===== src/rtl/irqc_pkg.sv =====
package irqc_pkg;

    localparam int BYTE_W = 8;

    typedef enum logic [1:0] {
        ST_SHOW_REQ = 2'b00,
        ST_SHOW_SVC = 2'b01,
        ST_POLL_REQ = 2'b10,
        ST_POLL_SVC = 2'b11
    } rd_state_e;

    function automatic rd_state_e mk_state(input logic poll, input logic svc);
        return rd_state_e'({poll, svc});
    endfunction

endpackage


===== src/rtl/irqc_cmd_fsm.sv =====
module irqc_cmd_fsm
    import irqc_pkg::*;
(
    input  logic              clk,
    input  logic              rst_n,
    input  logic              init_i,
    input  logic              wr_i,
    input  logic [BYTE_W-1:0] cmd_i,
    input  logic              port_rd_i,
    output logic              sel_svc_o,
    output logic              poll_armed_o,
    output logic              smm_o
);

    rd_state_e state_q, state_d;
    logic      smm_q;
    logic      is_cmd, arm, sel_d;

    assign is_cmd = wr_i && (cmd_i[4:3] == 2'b01) && !cmd_i[7];
    assign arm    = is_cmd && cmd_i[2];
    assign sel_d  = (is_cmd && cmd_i[1]) ? cmd_i[0] : sel_svc_o;

    always_ff @(posedge clk or negedge rst_n) begin
        if (!rst_n) state_q <= ST_SHOW_REQ;
        else        state_q <= state_d;
    end

    always_comb begin
        state_d = state_q;
        unique case (state_q)
            ST_SHOW_REQ, ST_SHOW_SVC: state_d = mk_state(arm, sel_d);
            ST_POLL_REQ, ST_POLL_SVC: begin
                if (arm)            state_d = mk_state(1'b1, sel_d);
                else if (port_rd_i) state_d = mk_state(1'b0, sel_d);
                else                state_d = mk_state(1'b1, sel_d);
            end
        endcase
        if (init_i) state_d = ST_SHOW_REQ;
    end

    always_comb begin
        sel_svc_o    = 1'b0;
        poll_armed_o = 1'b0;
        unique case (state_q)
            ST_SHOW_REQ: begin sel_svc_o = 1'b0; poll_armed_o = 1'b0; end
            ST_SHOW_SVC: begin sel_svc_o = 1'b1; poll_armed_o = 1'b0; end
            ST_POLL_REQ: begin sel_svc_o = 1'b0; poll_armed_o = 1'b1; end
            ST_POLL_SVC: begin sel_svc_o = 1'b1; poll_armed_o = 1'b1; end
        endcase
    end

    always_ff @(posedge clk or negedge rst_n) begin
        if (!rst_n)                  smm_q <= 1'b0;
        else if (init_i)             smm_q <= 1'b0;
        else if (is_cmd && cmd_i[5]) smm_q <= cmd_i[6];
    end

    assign smm_o = smm_q;

    AST_SEL_KEPT: assert property (@(posedge clk) disable iff (!rst_n)
        (!(is_cmd && cmd_i[1]) && !init_i) |=> (sel_svc_o == $past(sel_svc_o)));

    AST_POLL_ONESHOT: assert property (@(posedge clk) disable iff (!rst_n)
        (port_rd_i && poll_armed_o && !arm && !init_i) |=> !poll_armed_o);

    AST_SMM_HELD: assert property (@(posedge clk) disable iff (!rst_n)
        (!(wr_i && cmd_i[5] && cmd_i[4:3] == 2'b01 && !cmd_i[7]) && !init_i) |=> $stable(smm_q));

    AST_BADCMD_IGNORED: assert property (@(posedge clk) disable iff (!rst_n)
        (wr_i && (cmd_i[7] || cmd_i[4:3] != 2'b01) && !port_rd_i && !init_i)
        |=> ($stable(state_q) && $stable(smm_q)));

    AST_INIT_STATE: assert property (@(posedge clk) disable iff (!rst_n)
        init_i |=> (state_q == ST_SHOW_REQ && !smm_q));

endmodule


===== src/rtl/irqc_prio.sv =====
module irqc_prio #(
    parameter int NUM_LVL = 8,
    localparam int LVL_W = (NUM_LVL > 1) ? $clog2(NUM_LVL) : 1
) (
    input  logic [NUM_LVL-1:0] req_i,
    input  logic [NUM_LVL-1:0] isr_i,
    input  logic [NUM_LVL-1:0] mask_i,
    input  logic               smm_i,
    output logic [NUM_LVL-1:0] grant_o,
    output logic               any_o,
    output logic [LVL_W-1:0]   lvl_o
);

    logic [NUM_LVL-1:0] elig;

    for (genvar g = 0; g < NUM_LVL; g++) begin : g_lvl
        logic blk;
        assign blk     = smm_i ? isr_i[g] : (|isr_i[g:0]);
        assign elig[g] = req_i[g] & ~mask_i[g] & ~blk;
    end

    assign grant_o = elig & (~elig + NUM_LVL'(1));
    assign any_o   = |elig;

    always_comb begin
        lvl_o = '0;
        for (int i = 0; i < NUM_LVL; i++) begin
            if (grant_o[i]) lvl_o = i[LVL_W-1:0];
        end
    end

endmodule


===== src/rtl/irqc_status.sv =====
module irqc_status #(
    parameter int NUM_LVL = 8
) (
    input  logic               clk,
    input  logic               rst_n,
    input  logic               init_i,
    input  logic [NUM_LVL-1:0] irq_i,
    input  logic               mask_wr_i,
    input  logic [NUM_LVL-1:0] mask_d_i,
    input  logic               ack_i,
    input  logic [NUM_LVL-1:0] grant_i,
    input  logic               eoi_i,
    output logic [NUM_LVL-1:0] req_o,
    output logic [NUM_LVL-1:0] isr_o,
    output logic [NUM_LVL-1:0] mask_o
);

    logic [NUM_LVL-1:0] prev_q, req_q, isr_q, mask_q;
    logic [NUM_LVL-1:0] ack_bits, eoi_bits;

    assign ack_bits = ack_i ? grant_i : '0;
    assign eoi_bits = eoi_i ? (isr_q & (~isr_q + NUM_LVL'(1))) : '0;

    always_ff @(posedge clk or negedge rst_n) begin
        if (!rst_n) begin
            prev_q <= '0;
            req_q  <= '0;
        end else begin
            prev_q <= irq_i;
            req_q  <= (req_q & ~ack_bits) | (irq_i & ~prev_q);
        end
    end

    always_ff @(posedge clk or negedge rst_n) begin
        if (!rst_n) begin
            isr_q  <= '0;
            mask_q <= '0;
        end else if (init_i) begin
            isr_q  <= '0;
            mask_q <= '0;
        end else begin
            isr_q <= (isr_q & ~eoi_bits) | ack_bits;
            if (mask_wr_i) mask_q <= mask_d_i;
        end
    end

    assign req_o  = req_q;
    assign isr_o  = isr_q;
    assign mask_o = mask_q;

    AST_ACK_SETS_SVC: assert property (@(posedge clk) disable iff (!rst_n)
        (ack_i && (|grant_i) && !eoi_i && !init_i)
        |=> ($countones(isr_q) == $countones($past(isr_q)) + 1));

    AST_EOI_RETIRES_ONE: assert property (@(posedge clk) disable iff (!rst_n)
        (eoi_i && (|isr_q) && !ack_i && !init_i)
        |=> ($countones(isr_q) + 1 == $countones($past(isr_q))));

    AST_INIT_CLEARS: assert property (@(posedge clk) disable iff (!rst_n)
        init_i |=> (isr_q == '0 && mask_q == '0));

endmodule


===== src/rtl/irq_cmd_ctrl.sv =====
module irq_cmd_ctrl
    import irqc_pkg::*;
#(
    parameter int NUM_LVL = 8
) (
    input  logic               clk,
    input  logic               rst_n,
    input  logic               init_i,
    input  logic [NUM_LVL-1:0] irq_i,
    input  logic               wr_i,
    input  logic               rd_i,
    input  logic               addr_i,
    input  logic [7:0]         wdata_i,
    input  logic               ack_i,
    input  logic               eoi_i,
    output logic               int_o,
    output logic [7:0]         rdata_o
);

    localparam int LVL_W = (NUM_LVL > 1) ? $clog2(NUM_LVL) : 1;

    logic               port_rd, sel_svc, poll_armed, smm, poll_read, ack_do, any;
    logic [NUM_LVL-1:0] req, isr, mask, grant;
    logic [LVL_W-1:0]   lvl;
    logic [2:0]         lvl3;
    logic [7:0]         rd_mux, req8, isr8, mask8, rdata_q;

    assign port_rd   = rd_i && !addr_i;
    assign poll_read = port_rd && poll_armed;
    assign ack_do    = ack_i || poll_read;

    irqc_cmd_fsm u_fsm (
        .clk          (clk),
        .rst_n        (rst_n),
        .init_i       (init_i),
        .wr_i         (wr_i && !addr_i),
        .cmd_i        (wdata_i),
        .port_rd_i    (port_rd),
        .sel_svc_o    (sel_svc),
        .poll_armed_o (poll_armed),
        .smm_o        (smm)
    );

    irqc_status #(.NUM_LVL(NUM_LVL)) u_status (
        .clk       (clk),
        .rst_n     (rst_n),
        .init_i    (init_i),
        .irq_i     (irq_i),
        .mask_wr_i (wr_i && addr_i),
        .mask_d_i  (wdata_i[NUM_LVL-1:0]),
        .ack_i     (ack_do),
        .grant_i   (grant),
        .eoi_i     (eoi_i),
        .req_o     (req),
        .isr_o     (isr),
        .mask_o    (mask)
    );

    irqc_prio #(.NUM_LVL(NUM_LVL)) u_prio (
        .req_i   (req),
        .isr_i   (isr),
        .mask_i  (mask),
        .smm_i   (smm),
        .grant_o (grant),
        .any_o   (any),
        .lvl_o   (lvl)
    );

    always_comb begin
        lvl3  = '0;
        req8  = '0;
        isr8  = '0;
        mask8 = '0;
        lvl3[LVL_W-1:0]  = lvl;
        req8[NUM_LVL-1:0]  = req;
        isr8[NUM_LVL-1:0]  = isr;
        mask8[NUM_LVL-1:0] = mask;
        if (addr_i)          rd_mux = mask8;
        else if (poll_armed) rd_mux = any ? {1'b1, 4'b0000, lvl3} : 8'h00;
        else if (sel_svc)    rd_mux = isr8;
        else                 rd_mux = req8;
    end

    always_ff @(posedge clk or negedge rst_n) begin
        if (!rst_n)    rdata_q <= '0;
        else if (rd_i) rdata_q <= rd_mux;
    end

    assign rdata_o = rdata_q;
    assign int_o   = any;

    AST_NO_MASKED_GRANT: assert property (@(posedge clk) disable iff (!rst_n)
        (grant & mask) == '0);

    AST_POLL_ACKS: assert property (@(posedge clk) disable iff (!rst_n)
        (poll_read && any && !init_i) |=> ((isr & $past(grant)) == $past(grant)));

    AST_RDATA_HOLD: assert property (@(posedge clk) disable iff (!rst_n)
        !rd_i |=> $stable(rdata_o));

endmodule


===== config.mk =====
export PLATFORM = sky130hd
export DESIGN_NAME = irq_cmd_ctrl
export DESIGN_NICKNAME = d
export VERILOG_FILES = /design/src/rtl/irqc_pkg.sv /design/src/rtl/irqc_cmd_fsm.sv /design/src/rtl/irqc_prio.sv /design/src/rtl/irqc_status.sv /design/src/rtl/irq_cmd_ctrl.sv
export SDC_FILE = /design/constraint.sdc
export NUM_CORES = 1
export LEC_CHECK = 0
export BUFFER_PORTS_ARGS = -buffer_cell sky130_fd_sc_hd__clkbuf_2
export CORE_UTILIZATION = 60
export CTS_CLUSTER_SIZE = 8
export DETAILED_ROUTE_END_ITERATION = 10
export GPL_TIMING_DRIVEN = 0
export MAX_ROUTING_LAYER = met4
export PLACE_DENSITY_LB_ADDON = 0.3
export SLEW_MARGIN = 0
export SYNTH_ARGS = -nofsm -noshare
export SYNTH_HDL_FRONTEND = slang
export SYNTH_SLANG_ARGS = --single-unit

===== constraint.sdc =====
create_clock -name clk -period 2.9 [get_ports clk]
set_input_delay 0.145 -clock clk [delete_from_list [all_inputs] [get_ports clk]]
set_output_delay 0.145 -clock clk [all_outputs]
set_load 0.005 [all_outputs]

# After elaboration in Yosys (flattened, before gate mapping)
# Cells that the tools add are included.
# Widths: inputs -> output; s select.
# word_totals
reg_bits	43
output_inout_bits	9
# op_classes
reduce_logical	27
n_eq_ne	4
mux	32
bitwise_logic	44
n_addsub	2
# ops
op	n
$mux 8	9
$and 8x8->8	5
$not 8->8	5
$mux 3	6
$add 8x1->8 const B	2
$and 1x1->1	16
$not 1->1	16
$or 8x8->8	2
$reduce_or 8->1	2
$mux 1	11
$reduce_or 2->1	5
$logic_and 1x1->1	9
$reduce_or 7->1	1
$mux 2	3
$reduce_or 6->1	1
$reduce_or 5->1	1
$eq 2x1->1 const B	2
$eq 2x2->1 const B	2
$pmux 1 s2	2
$pmux 2 s2	1
$reduce_bool 2->1	2
$reduce_or 4->1	1
$reduce_or 3->1	1
$logic_not 1->1	2
other kinds (2)	2

# Longest topological paths before layout
# depth
depth_word	17
ltp_mapped	6
ltp_nobuf	5

# Hierarchy
# From an unflattened synthesis, not the netlist that was laid out.
# hier_totals
hier_cells	225
hier_area_um2	2174.6
# by_module_without_submodules
module	area_per_inst_um2	instances	cells_per_inst
irqc_status	1177.4	1	103
irq_cmd_ctrl	528.0	1	60
irqc_prio	312.8	1	46
irqc_cmd_fsm	156.4	1	16

# Least setup slack after synthesis
# No wires, ideal clock.
# synth_timing
path_type	reg2reg
startpoint	register u_status.isr_q[2], in the netlist u_status.isr_o[2]
endpoint	register rdata_q[0], in the netlist rdata_o[0]
arrival_ns	1.545
setup_slack_ns	1.252
t_required_ns	2.796
path_buffers	0
setup_time_ns	0.104
path_stages_with_launch	6
path_cell_list	dfrtp_1 -> or3b_1 -> o21ba_4 -> a211oi_2 -> a21bo_1 -> o41ai_2
# synth_between
elab_chain_cells	16
word_cells_on_any_way	37
cone_classes	1 x add/sub; 15 x mux; 14 x bitwise; 7 x reduce/logical
# synth_lines
item	line_no	source
start, declared	irqc_status.sv:18	logic [NUM_LVL-1:0] prev_q, req_q, isr_q, mask_q;
start signal, assigned	irqc_status.sv:42	isr_q <= (isr_q & ~eoi_bits) | ack_bits;
$reduce_or 3->1	irqc_prio.sv:18	assign blk = smm_i ? isr_i[g] : (|isr_i[g:0]);
$mux 1	irqc_prio.sv:18	
$not 1->1	irqc_prio.sv:19	assign elig[g] = req_i[g] & ~mask_i[g] & ~blk;
$and 1x1->1	irqc_prio.sv:19	
$not 8->8	irqc_prio.sv:22	assign grant_o = elig & (~elig + NUM_LVL'(1));
$add 8x1->8	irqc_prio.sv:22	
$and 8x8->8	irqc_prio.sv:22	
$mux 3 (6 in a row)	irqc_prio.sv:28	if (grant_o[i]) lvl_o = i[LVL_W-1:0];
$mux 8 * (2 in a row)	irq_cmd_ctrl.sv:79	else if (poll_armed) rd_mux = any ? {1'b1, 4'b0000, lvl3} : 8'h00;
$mux 8 *	irq_cmd_ctrl.sv:78	if (addr_i) rd_mux = mask8;
end signal, assigned	irq_cmd_ctrl.sv:86	else if (rd_i) rdata_q <= rd_mux;
end, declared	irq_cmd_ctrl.sv:26	logic [7:0] rd_mux, req8, isr8, mask8, rdata_q;
# Mark *: on every way between the ends. The rest lies on a longest branch, timed or not.
# A chain may end at the register's enable or synchronous reset.

# Final worst setup path
# layout_timing
startpoint	register u_fsm.smm_q, in the netlist u_fsm.smm_o
endpoint	output port int_o
# layout_between
elab_chain_cells	4
word_cells_on_any_way	22
cone_classes	7 x mux; 14 x bitwise; 1 x reduce/logical
# layout_lines
item	line_no	source
start, declared	irqc_cmd_fsm.sv:16	logic smm_q;
start signal, assigned	irqc_cmd_fsm.sv:55	else if (is_cmd && cmd_i[5]) smm_q <= cmd_i[6];
$mux 1	irqc_prio.sv:18	
$not 1->1	irqc_prio.sv:19	
$and 1x1->1	irqc_prio.sv:19	
$reduce_or 8->1 *	irqc_prio.sv:23	assign any_o = |elig;
end, declared	irq_cmd_ctrl.sv:16	output logic int_o,
# Marks and branches as above.

==> key figures <==
Timing
  • Endpoints failing setup: 0
  • Setup TNS: 0 ps
  • Worst hold slack: 11.22 ps
  • Rel. slew slack: approximately a third
  • F_max: 0.4721 GHz
  • Final hold violation count: 0
  • Min cycle time layout: around 2100 ps
  • Worst-margin pin slew: between 1000 and 1500 ps
  • Max-slew violation count: 0
  • Setup Skew: 12.58 ps
  • Tcrit/Tclk final: 73.04%
  • Unrepaired setup endpoints after global routing: false

Logic synthesis
  • Number of warnings issued by yosys: 0
  • Synthesized area: approximately 0.0021 mm2
  • Synth Flop Type: dfrtp_1
  • Seq/Total Area, Yosys: 50.06%
  • Post-synth top cells: dfrtp_1 (43), nand2_1 (32), a21oi_1 (22)
  • Most frequent cell after synthesis: dfrtp_1
  • Netlist cell types: between 40 and 50
  • Top cell type's share of synthesized area: approximately half
  • Asr flop ratio synth: 100.0%
  • Average size of a mapped cell: around 9.6 um2
  • Cells after synthesis: ~220
  • Synth Net Count: ~250
  • Post-synth EDFFs: 0
  • Synth area leader: dfrtp_1
  • Number of synthesized register bits: 43
  • Top cells by area, synth: dfrtp_1 (50%), nand2_1 (5.6%), a21oi_1 (5.1%), a22o_1 (3.3%), mux2i_1 (2.8%)

Cells and area
  • Layout cells sized above 1: 20.07%
  • Nets@finish: between 200 and 300
  • Ant. Diodes: 0
  • Area grow syn2layout: 18.51%

Setup path
  • Reg2Reg Depth: 6
  • Critical R2R Launch: u_status.isr_o[3]
  • R2R Path End: rdata_o[0]
  • Crit path capture: int_o
  • Worst Setup Start Kind: register
  • Critical path origin: u_fsm.smm_o
  • Crit. End Element: output port
  • Flop-to-flop setup slack: approximately 1000 ps
  • WP data arrival: 1970 ps
  • Data required, critical path: approximately 2800 ps
  • Critical path class: register to output port
  • Worst Path Max Fanout: 10

Power and ir drop
  • P_leak: 1.148 nW
  • Pwr/cell area: between 500 and 600 mW/mm2
  • VDD IR max: about 0.00036 V

Routing
  • Post-DR vias/cell: 5.854
  • Iter 0 DRT Violations: 81
  • Number of remaining DRC errors: 0
  • Via count: 1844
  • Routed Antenna Nets: 0
  • DR WL/cell: around 15 um
  • First drt pass iteration count: 4
  • Final WL: 4.853 mm

Run
  • Number of max-cap violations: 0

Placement
  • Final HPWL DP: ~3.5 mm
  • RePlAce Congestion: 0.8819
  • Port bufs: 29

GRT
  • Initial antenna violation count: 0
  • GRT Max-Usage Layer: met2
  • Vias in the first global route: about 1700
  • Maximum number of pins on one net before global-route repair: 44
  • GRT Total Usage: approximately 29%
  • Met2 Usage GRT: about 45%
  • Met3 Track Usage GR: under 10%
  • Global-route wire length before repair: 7.596 mm
  • M1 GR Usage: a little under two fifths
  • Grt total ovfl: 0

Die
  • Die area: around 0.0038 mm2
  • Row cnt: 21
  • Initial core utilization: between 60% and 70%
  • Core Region: around 0.0034 mm2
  • Die width: between 60 and 70 um
  • I/O Pins: 33
  • Die Y: ~60 um

Clock tree
  • Deepest level of the CTS H-tree: 2
  • CTS tree: yes
  • Root Buffer: clkbuf_4
  • Longest Clk Path Bufs: 2
  • Clock latency on the worst-skew pair: around 360 ps
  • # hold bufs at CTS: 9
  • PostCTS Resize Cnt: 0
  • Clock Sinks: between 40 and 50
  • Worst-path clk slew: ~130 ps
  • Setup Buffers After CTS: 0
  • CTS Buf Count: 5

Status
  • Outcome: finished clean

Worst hold path
  • Hold Path Class: primary input to register
  • Worst Hold Path Cells: 3
-- logic make-up after synthesis --
| family | Yosys count | share of synthesized area [%] |
|---|---|---|
| compound gates | 67 | 21.65 |
| mux | 10 | 4.889 |
| simple gates | 82 | 19.33 |
| buf+inv | 21 | 4.074 |
| flops | 43 | 50.06 |
-- routing by layer --
metal  vias up  share of wire, %
met5         -                 0
met4         0               2.0
met3        11               5.5
met2        63                47
met1       870                45
li1        900                 -
-- cells in the final DEF, fill, tap and decap left out, drive strengths merged, types with 3 or more instances in the layout --
cell type,count
nand2,32
dlygate4sd3,9
a22o,8
a21oi,23
o311ai,4
nor4,3
inv,11
dfrtp,43
mux2i,6
a22oi,4
nand3,11
mux2,4
a211oi,3
clkbuf,42
nor3,3
nor3b,3
or3b,4
nor2,16
nand2b,3
o21ai,13
-- worst max-delay path, stage by stage (launching register included) --
cell      delay (ps)
dfrtp_1          450
buf_2            210
or2_1            270
a211oi_2         430
nand2_1          110
clkbuf_2         140
-- layout make-up --
class	count	area, um2
Tap cell	46	57.56
Timing Repair Buffer	38	235.2
Clock inverter	3	67.56
Clock buffer	5	37.54
Multi-Input combinational cell	159	985.9
Buffer	10	46.29
Inverter	11	41.29
Sequential cell	43	1076
Fill cell	264	842.1
-- per-stage QoR --
step                      util (%)  worst slack (ps)  area (um2)  total power (W)  std cells
after detailed placement     69.40              1022        2352         0.001029        298
after global placement       69.40              1066        2352         0.001020        298
after global routing         75.16             712.8        2547         0.001567        315
final                        75.16             781.9        2547         0.001495        315
after floorplan                  -              1252        2150        0.0009264        223
after CTS                    75.16             798.5        2547         0.001499        315
-- flip-flops by register name, indices dropped and copies added (netlist names) --
signal and flops:
u_status.isr_o 8, u_status.mask_o 8, u_fsm.smm_o 1, u_status.req_o 8, u_fsm.state_q 2, u_status.prev_q 8, rdata_o 8
-- worst min path at each step --
stage,end,startpoint,slack [ps]
6_report,u_fsm.state_q[1],wdata_i[2],10
3_5_place_dp,u_status.prev_q[1],irq_i[1],270
5_1_grt,u_fsm.state_q[1],wdata_i[2],20
2_1_floorplan,rdata_o[0],rst_n,-150
4_1_cts,u_fsm.state_q[1],wdata_i[2],0.5
3_3_place_gp,u_status.prev_q[1],irq_i[1],270
-- power by group --
group	internal (W)	switching [W]
Combinational	0.000155	0.000179
Sequential	0.000651	0.0000452
Clock	0.000268	0.000197
Power figures use the tool's default switching activity.
